`config.mk`:
```
export PLATFORM = sky130hd
export DESIGN_NAME = keypad_scan
export DESIGN_NICKNAME = d
export VERILOG_FILES = /design/src/rtl/kps_pkg.sv /design/src/rtl/kps_timebase.sv /design/src/rtl/kps_line_decode.sv /design/src/rtl/kps_ctrl.sv /design/src/rtl/keypad_scan.sv
export SDC_FILE = /design/constraint.sdc
export NUM_CORES = 1
export LEC_CHECK = 0
export ABC_AREA = 1
export BUFFER_PORTS_ARGS = -buffer_cell sky130_fd_sc_hd__buf_2
export CAP_MARGIN = 20
export CORE_MARGIN = 2
export CORE_UTILIZATION = 54
export CTS_CLUSTER_SIZE = 12
export DETAILED_ROUTE_END_ITERATION = 8
export PLACE_DENSITY = 0.79
export SLEW_MARGIN = 20
export SYNTH_ARGS = -nofsm -noshare
export SYNTH_HDL_FRONTEND = slang
export SYNTH_SLANG_ARGS = --single-unit
```
`constraint.sdc`:
```
create_clock -name clk -period 2.1 [get_ports clk]
set_clock_uncertainty 0.1 [all_clocks]
set_input_delay 0.21 -clock clk [delete_from_list [all_inputs] [get_ports clk]]
set_output_delay 0.21 -clock clk [all_outputs]
set_load 0.03 [all_outputs]
```
`src/rtl/kps_pkg.sv`:
```
package kps_pkg;

   typedef enum logic {
      KPS_IDLE = 1'b0,
      KPS_SCAN = 1'b1
   } kps_state_e;

   // Map a row/column position to the reported key code (bottom-right wraps to 0).
   function automatic logic [3:0] kps_key_code(input logic [1:0] r, input logic [1:0] c);
      logic [3:0] code;
      if (c == 2'd3)
         code = 4'd13 + {2'b00, r};
      else if (r == 2'd3)
         code = (c == 2'd0) ? 4'd11 : (c == 2'd1) ? 4'd10 : 4'd12;
      else
         code = 4'({r, 1'b0} + {2'b00, r}) + {2'b00, c} + 4'd1;
      return code;
   endfunction

endpackage

```
`src/rtl/kps_timebase.sv`:
```
module kps_timebase #(
   parameter int DIV_CLKS = 1000
) (
   input  logic clk,
   input  logic rst_n,
   input  logic en,
   output logic tick
);
   generate
      if (DIV_CLKS == 1) begin : g_direct
         assign tick = en;
      end else begin : g_divide
         localparam int PW = $clog2(DIV_CLKS);
         logic [PW-1:0] pre_q;
         always_ff @(posedge clk or negedge rst_n) begin
            if (!rst_n)
               pre_q <= '0;
            else if (!en || pre_q == PW'(DIV_CLKS - 1))
               pre_q <= '0;
            else
               pre_q <= pre_q + 1'b1;
         end
         assign tick = en && (pre_q == PW'(DIV_CLKS - 1));
      end
   endgenerate
endmodule

```
`src/rtl/kps_line_decode.sv`:
```
module kps_line_decode #(
   parameter int N = 4,
   localparam int IW = (N > 1) ? $clog2(N) : 1,
   localparam int NW = $clog2(N + 1)
) (
   input  logic [N-1:0]  lines_n,
   output logic          any,
   output logic          one,
   output logic [IW-1:0] idx
);
   logic [N-1:0] low;
   logic [NW-1:0] cnt;

   generate
      for (genvar i = 0; i < N; i++) begin : g_inv
         assign low[i] = ~lines_n[i];
      end
   endgenerate

   always_comb begin
      cnt = '0;
      idx = '0;
      for (int i = 0; i < N; i++) begin
         if (low[i]) begin
            cnt = cnt + 1'b1;
            idx = IW'(i);
         end
      end
   end

   assign any = |low;
   assign one = (cnt == NW'(1));
endmodule

```
`src/rtl/kps_ctrl.sv`:
```
module kps_ctrl
   import kps_pkg::*;
#(
   parameter int ROWS      = 4,
   parameter int COLS      = 4,
   parameter int DEB_TICKS = 24,
   localparam int RW = $clog2(ROWS),
   localparam int CW = $clog2(COLS),
   localparam int NW = $clog2(DEB_TICKS + 1)
) (
   input  logic          clk,
   input  logic          rst_n,
   input  logic          on_hook,
   input  logic          tick,
   input  logic          row_any,
   input  logic          row_one,
   input  logic [RW-1:0] row_idx,
   input  logic          col_any,
   input  logic          col_one,
   input  logic [CW-1:0] col_idx,
   output logic          scan_en,
   output logic          drive_rows,
   output logic          drive_cols,
   output logic          key_valid,
   output logic [3:0]    key_code
);
   kps_state_e    state_q;
   logic          phase_q;   // 0: columns driven, rows sensed; 1: rows driven
   logic [NW-1:0] cnt_q;
   logic [RW-1:0] row_q;
   logic [CW-1:0] col_q;
   logic          done_q;

   logic       smp_any, smp_ok;
   logic [3:0] code_now;

   always_comb begin
      if (!phase_q) begin
         smp_any  = row_any;
         smp_ok   = row_one && (row_idx == row_q);
         code_now = kps_key_code(2'(row_idx), 2'(col_q));
      end else begin
         smp_any  = col_any;
         smp_ok   = col_one && (col_idx == col_q);
         code_now = kps_key_code(2'(row_q), 2'(col_idx));
      end
   end

   always_ff @(posedge clk or negedge rst_n) begin
      if (!rst_n) begin
         state_q   <= KPS_IDLE;
         phase_q   <= 1'b0;
         cnt_q     <= '0;
         row_q     <= '0;
         col_q     <= '0;
         done_q    <= 1'b0;
         key_valid <= 1'b0;
         key_code  <= '0;
      end else begin
         key_valid <= 1'b0;
         if (on_hook) begin
            state_q <= KPS_IDLE;
         end else begin
            case (state_q)
               KPS_IDLE: begin
                  if (row_any) begin
                     state_q <= KPS_SCAN;
                     phase_q <= 1'b0;
                     cnt_q   <= '0;
                     done_q  <= 1'b0;
                  end
               end
               KPS_SCAN: begin
                  if (tick) begin
                     phase_q <= ~phase_q;
                     if (!smp_any) begin
                        state_q <= KPS_IDLE;
                     end else begin
                        if (!phase_q) row_q <= row_idx;
                        else          col_q <= col_idx;
                        if (!smp_ok) begin
                           cnt_q <= '0;
                        end else if (!done_q) begin
                           if (cnt_q == NW'(DEB_TICKS - 1)) begin
                              key_valid <= 1'b1;
                              key_code  <= code_now;
                              done_q    <= 1'b1;
                           end else begin
                              cnt_q <= cnt_q + 1'b1;
                           end
                        end
                     end
                  end
               end
               default: state_q <= KPS_IDLE;
            endcase
         end
      end
   end

   assign scan_en    = (state_q == KPS_SCAN);
   assign drive_cols = !on_hook && ((state_q == KPS_IDLE) || !phase_q);
   assign drive_rows = !on_hook && (state_q == KPS_SCAN) && phase_q;
endmodule

```
`src/rtl/keypad_scan.sv`:
```
module keypad_scan #(
   parameter int ROWS      = 4,
   parameter int COLS      = 4,
   parameter int DIV_CLKS  = 1000,
   parameter int DEB_TICKS = 24,
   localparam int RW = $clog2(ROWS),
   localparam int CW = $clog2(COLS)
) (
   input  logic            clk,
   input  logic            rst_n,
   input  logic            on_hook_i,
   input  logic [ROWS-1:0] row_n_i,
   input  logic [COLS-1:0] col_n_i,
   output logic            drive_rows_o,
   output logic            drive_cols_o,
   output logic            scan_busy_o,
   output logic            key_valid_o,
   output logic [3:0]      key_code_o
);
   generate
      if (ROWS != 4 || COLS != 4) begin : g_bad_size
         $error("keypad_scan: code map needs a 4x4 keypad");
      end
      if (DIV_CLKS < 1) begin : g_bad_div
         $error("keypad_scan: DIV_CLKS must be at least 1");
      end
      if (DEB_TICKS < 2) begin : g_bad_deb
         $error("keypad_scan: DEB_TICKS must be at least 2");
      end
   endgenerate

   logic          tick;
   logic          row_any, row_one, col_any, col_one;
   logic [RW-1:0] row_idx;
   logic [CW-1:0] col_idx;

   kps_timebase #(.DIV_CLKS(DIV_CLKS)) i_tb (
      .clk   (clk),
      .rst_n (rst_n),
      .en    (scan_busy_o),
      .tick  (tick)
   );

   kps_line_decode #(.N(ROWS)) i_rows (
      .lines_n (row_n_i),
      .any     (row_any),
      .one     (row_one),
      .idx     (row_idx)
   );

   kps_line_decode #(.N(COLS)) i_cols (
      .lines_n (col_n_i),
      .any     (col_any),
      .one     (col_one),
      .idx     (col_idx)
   );

   kps_ctrl #(.ROWS(ROWS), .COLS(COLS), .DEB_TICKS(DEB_TICKS)) i_ctrl (
      .clk        (clk),
      .rst_n      (rst_n),
      .on_hook    (on_hook_i),
      .tick       (tick),
      .row_any    (row_any),
      .row_one    (row_one),
      .row_idx    (row_idx),
      .col_any    (col_any),
      .col_one    (col_one),
      .col_idx    (col_idx),
      .scan_en    (scan_busy_o),
      .drive_rows (drive_rows_o),
      .drive_cols (drive_cols_o),
      .key_valid  (key_valid_o),
      .key_code   (key_code_o)
   );
endmodule

```
Word level (Yosys, flattened, before mapping)
Index checks and enable logic that the tools add are counted.

Register bits after elaboration: 27. Latch bits: 0. Bits in writable memories: 0. ROM bits: 0. Input port bits: 11. Output and inout bits: 8. Memories kept: 0.

Add/sub/neg operators: 16. $mul: 0. Divide/modulo/power cells: 0. Magnitude comparators: 0. Equality and inequality tests: 18. Shift operators: 0. Mux-type cells: 53. Bitwise logic cells: 12. Reductions and logical operators: 21.

Operators by type and width (number): two-way mux 5 bit (6); two-way mux 4 bit (7); two-way mux 3 bit (8); two-way mux 1 bit (23); AND reduction 5 bit (3); adder 3 x 1 -> 3 bit, second input constant (4); NOT 1 bit (12); adder 10 x 1 -> 10 bit, second input constant (1); == test 10 bit, second input constant (1); two-way mux 10 bit (1); one-hot mux 5 bit (2 select lines) (1); adder 3 x 2 -> 4 bit (2); adder 3 x 3 -> 4 bit, first input constant (2); adder 4 x 1 -> 4 bit, second input constant (2); adder 4 x 2 -> 4 bit (2); == test 2 bit, second input constant (4); two-way mux 2 bit (4); OR reduction 4 bit (2); AND reduction 7 bit (1); == test 3 x 1 -> 1 bit, second input constant (2); logical AND 1 bit (6); inequality test 3 bit, second input constant (2); one-hot mux 1 bit (2 select lines) (3); AND reduction 6 bit (1); other kinds (11) (20).

Depth between registers and ports, before layout
Depth in word-level cells: 15. Depth in mapped cells: 18. Depth with buffers taken out: 18.

Hierarchy
Synthesis repeated with hierarchy kept, for this count alone.

Cells, all modules: 317. Area, all modules: 2220.9 um2.

Modules (own cells, without submodules): kps_ctrl (instances 1, cells an instance 180, area an instance 1312.5 um2, seq. area each 425.4 um2); kps_timebase (instances 1, cells an instance 71, area an instance 548.0 um2, seq. area each 250.2 um2); kps_line_decode (instances 2, cells an instance 33, area an instance 180.2 um2, seq. area each 0.0 um2).

Worst setup path after synthesis
Ideal clock, no wire load.

Path type: input-to-reg. Start point: input col_n_i[3]. End point: register i_ctrl.key_code[2]. Library setup time: 0.122 ns. Arrival time: 2.074 ns. Slack: -0.197 ns. Cell stages on the path: 11. Cell sequence: buf_4 nand2_1 inv_1 fa_1 inv_1 ha_1 fa_1 o21ai_0 a21oi_1 a21oi_1 o21ai_1.

Longest elaborated chain between the ends: 7. Elaborated cells between the ends (all ways): 20.

RTL lines: from (decl) (RTL line keypad_scan.sv:13) `input logic [COLS-1:0] col_n_i,`; branches (longest 7 deep; another with adder 4 x 2 -> 4 bit); to (signal assigned) (RTL line kps_ctrl.sv:86) `key_code <= code_now;`; to (decl) (RTL line kps_ctrl.sv:25) `output logic [3:0] key_code`.

Parallel ways; which one is timed is not known. A chain may end at the register's enable or synchronous reset.

Worst setup path after layout
Start point: register i_ctrl.col_q[1]. End point: register i_ctrl.key_code[2].

Longest elaborated chain between the ends: 6. Elaborated cells between the ends (all ways): 14.

RTL lines: from (decl) (RTL line kps_ctrl.sv:31) `logic [CW-1:0] col_q;`; from (signal assigned) (RTL line kps_ctrl.sv:80) `else col_q <= col_idx;`; branches (longest 6 deep; another with adder 4 x 2 -> 4 bit).

Parallel ways; which one is timed is not known.

==> reports/qor.yml <==
power:
  p_int_uw: 754
  power.leakage_nw: 1.38
  p_sw_share_pct: 28.9
  power.density_nw_per_um2: 420
  power_frac_comb_pct: 22.2
  peakVddDrop_uv: 415
  pwr-share-seq_pct: 50.3
  p_sw_uw: 306
  power.total_mw: 1.06
  clkPwrFrac_pct: 27.5
drt:
  routed_wirelength_um: 4580
  first_pass_iters: 4
  ant_nets: 0
  remaining_drc_errors: 0
  viasPerCell: 5.08
  wl_per_cell_um: 11.6
  drt-initial-drc-count: 124
  vias: 2013
layout:
  final_cell_mix: "82 x nand2_1, 47 x inv_1, 27 x nand3_1, 27 x dfrtp_1"
  num-nets-final: 378
  n_antenna_cell: 0
  multiInputGateArea_um2: 1280
  fillers: 345
  area.growth.synth_to_final_pct: 18.7
  drive_gt1_share_pct: 21.0
  layout_commonest_cell: "nand2_1"
  regArea_um2: 676
  layoutNonFillerInstCount: 396
status:
  status: "complete, but fails checks"
  violations: "negative setup slack"
critical_path:
  r2r_setup_slack_ps: -60
  path_max_fanout: 2
  reg2reg_from: "i_ctrl.col_q[1]"
  start_kind: "register"
  r2r-end: "i_ctrl.key_code[2]"
  crit_required_ps: 2170
  path_class: "register to register"
  critPathArrivalTime_ps: 2230
  reg2regPathDepth: 9
  endpoint_kind: "register"
yosys:
  ys_warn_count: 0
  synth_cells: 306
  ys_seq_area_share_pct: 31.7
  ys_seq_elements: 27
  syn_avg_cell_area_um2: 6.96
  synth_top_area_share_pct: 31.7
  netlist_area_um2: 2130
  synth_top_area_cell: "dfrtp_1"
  ys_types: 28
  synth.area.top_cells: "dfrtp_1 32%, nand2_1 15%, inv_1 8.6%, ha_1 8.2%, nand3_1 6.3%"
  synth_nets: 335
clocking:
  clkTransAtPathRegs_ps: 90
  cts_root_buf: "clkbuf_8"
  cts_sinks: 27
  clock_latency_ps: 270
  ctsLongestPathBuffers: 2
  htreeDepth: 1
  cts_buffers: 3
  cts_setup_buffers: 0
  cts_tree: "done"
floorplan:
  die_y_um: 66.8
  io_pins: 19
  num_rows: 22
  die_w_um: 66.8
  die_area_um2: 4460
  start_util_pct: 57.3
  core-area_um2: 3720
placed_design:
  hpwlAfterDp_um: 3610
  io_buffers: 18
  post-place-ws_ps: -214
  placed_cells: 391
  place.gp.congestion: 0.900
global_route:
  overflow: 0
  grt_usage_pct: 22.5
  grt_pass1_vias: 1860
  antenna_found_initial: 0
  grt_max_degree: 28
  grt_pass1_wl_um: 7710
sta:
  worst_slew_pin_slew_ps: 580
  fin_tns_setup_ps: -61.7
  grt_setup_unrepaired: "true"
  post-route-period-util_pct: 103
  slew-limit-headroom_pct: 61.3
  fin_crit_ps: 2160
  slew_violations: 0
  setup_viol: 1
  fin_ws_ps: -61.7
  fmax_ghz: 0.463
  hold_violations: 0
  holdWs_ps: 198
job:
  drv_cap: 0
worst_hold_path:
  min_path_cells: 4
  holdCritPathClass: "primary input to register"
  hold_end: "i_ctrl.phase_q"
  min_from: "on_hook_i"
==> worst max-delay path, stage by stage, from the launching register on <==
cell and delay [ps]:
dfrtp_1 420, fa_1 500, ha_1 140, inv_1 50
fa_1 470, nand2_1 50, nand3_1 80, o21ai_1 70
a21oi_1 130, o21ai_1 60
==> cells by family (layout without fill, tap and decap cells) <==
kind of cell / count (synthesis) / count (layout) / share of synthesized area (%)
xor+xnor: 5 / 5 / 2.06
buf+inv: 55 / 97 / 10.4
flops: 27 / 27 / 31.7
simple gates: 163 / 163 / 34.5
fa+ha+maj: 18 / 18 / 12.0
compound gates: 38 / 38 / 9.35
==> synthesized netlist by cell type (all sizes together) <==
cell    instances
nand2          91
inv            51
nand3          29
nor2           29
dfrtp          27
o21ai          22
a21oi          14
ha             14
nor3            9
fa              4
buf             3
nand4           3
xor2            3
and3            2
xnor2           2
a31oi           1
clkbuf          1
o32ai           1
==> how the worst max path moves through the flow <==
stage / start / to / slack [ps] / cells after the start
floorplan: col_n_i[2] / i_ctrl.key_code[2] / -80 / 11
global placement: row_n_i[2] / i_ctrl.key_code[2] / -170 / 12
detailed placement: row_n_i[2] / i_ctrl.key_code[2] / -210 / 12
CTS: i_ctrl.col_q[1] / i_ctrl.key_code[2] / -80 / 9
global route: i_ctrl.col_q[1] / i_ctrl.key_code[2] / -190 / 9
finish: i_ctrl.col_q[1] / i_ctrl.key_code[2] / -60 / 9
==> layer usage <==
layer  wire (µm)  GRT usage, %
met5           0             0
met4          67          6.12
met3         164          3.72
met2        2140          37.6
met1        2210          30.2
==> power by group through the flow <==
stage / sequential [mW] / clock, mW / combinational, mW
finish: 0.534 / 0.292 / 0.235
global route: 0.535 / 0.326 / 0.270
CTS: 0.534 / 0.304 / 0.228
detailed placement: 0.544 / 0 / 0.225
global placement: 0.544 / 0 / 0.218
floorplan: 0.542 / 0 / 0.146
==> registers in the layout, summed over array words and instances (netlist names) <==
name,flops
i_ctrl.cnt_q,5
i_ctrl.col_q,2
i_ctrl.done_q,1
i_ctrl.key_code,4
i_ctrl.key_valid,1
i_ctrl.phase_q,1
i_ctrl.row_q,2
i_ctrl.scan_en,1
i_tb.g_divide.pre_q,10
==> through the flow <==
| stage | instance area, µm² | util [%] |
|---|---|---|
| after floorplan | 2140 | - |
| after global placement | 2430 | 65.3 |
| after detailed placement | 2430 | 65.3 |
| after CTS | 2490 | 66.9 |
| after global routing | 2530 | 68.0 |
| final | 2530 | 68.0 |
==> final cells by class <==
cell class	count	share of cell area (%)
timing repair buffer	42	10.8
multi-input combinational	224	50.7
inverter	51	7.58
clock buffer	3	1.63
sequential	27	26.7
tap	48	2.38
clock inverter	1	0.198
==> timing repair <==
item / CTS / global route
pin swaps: 2 / 2
setup endpoints to repair: 2 / 10
hold endpoints to repair: 27 / 0
gates resized for setup: 4 / 8
hold buffers: 1 / 0
Note: power is estimated with default switching activity, not from simulation.
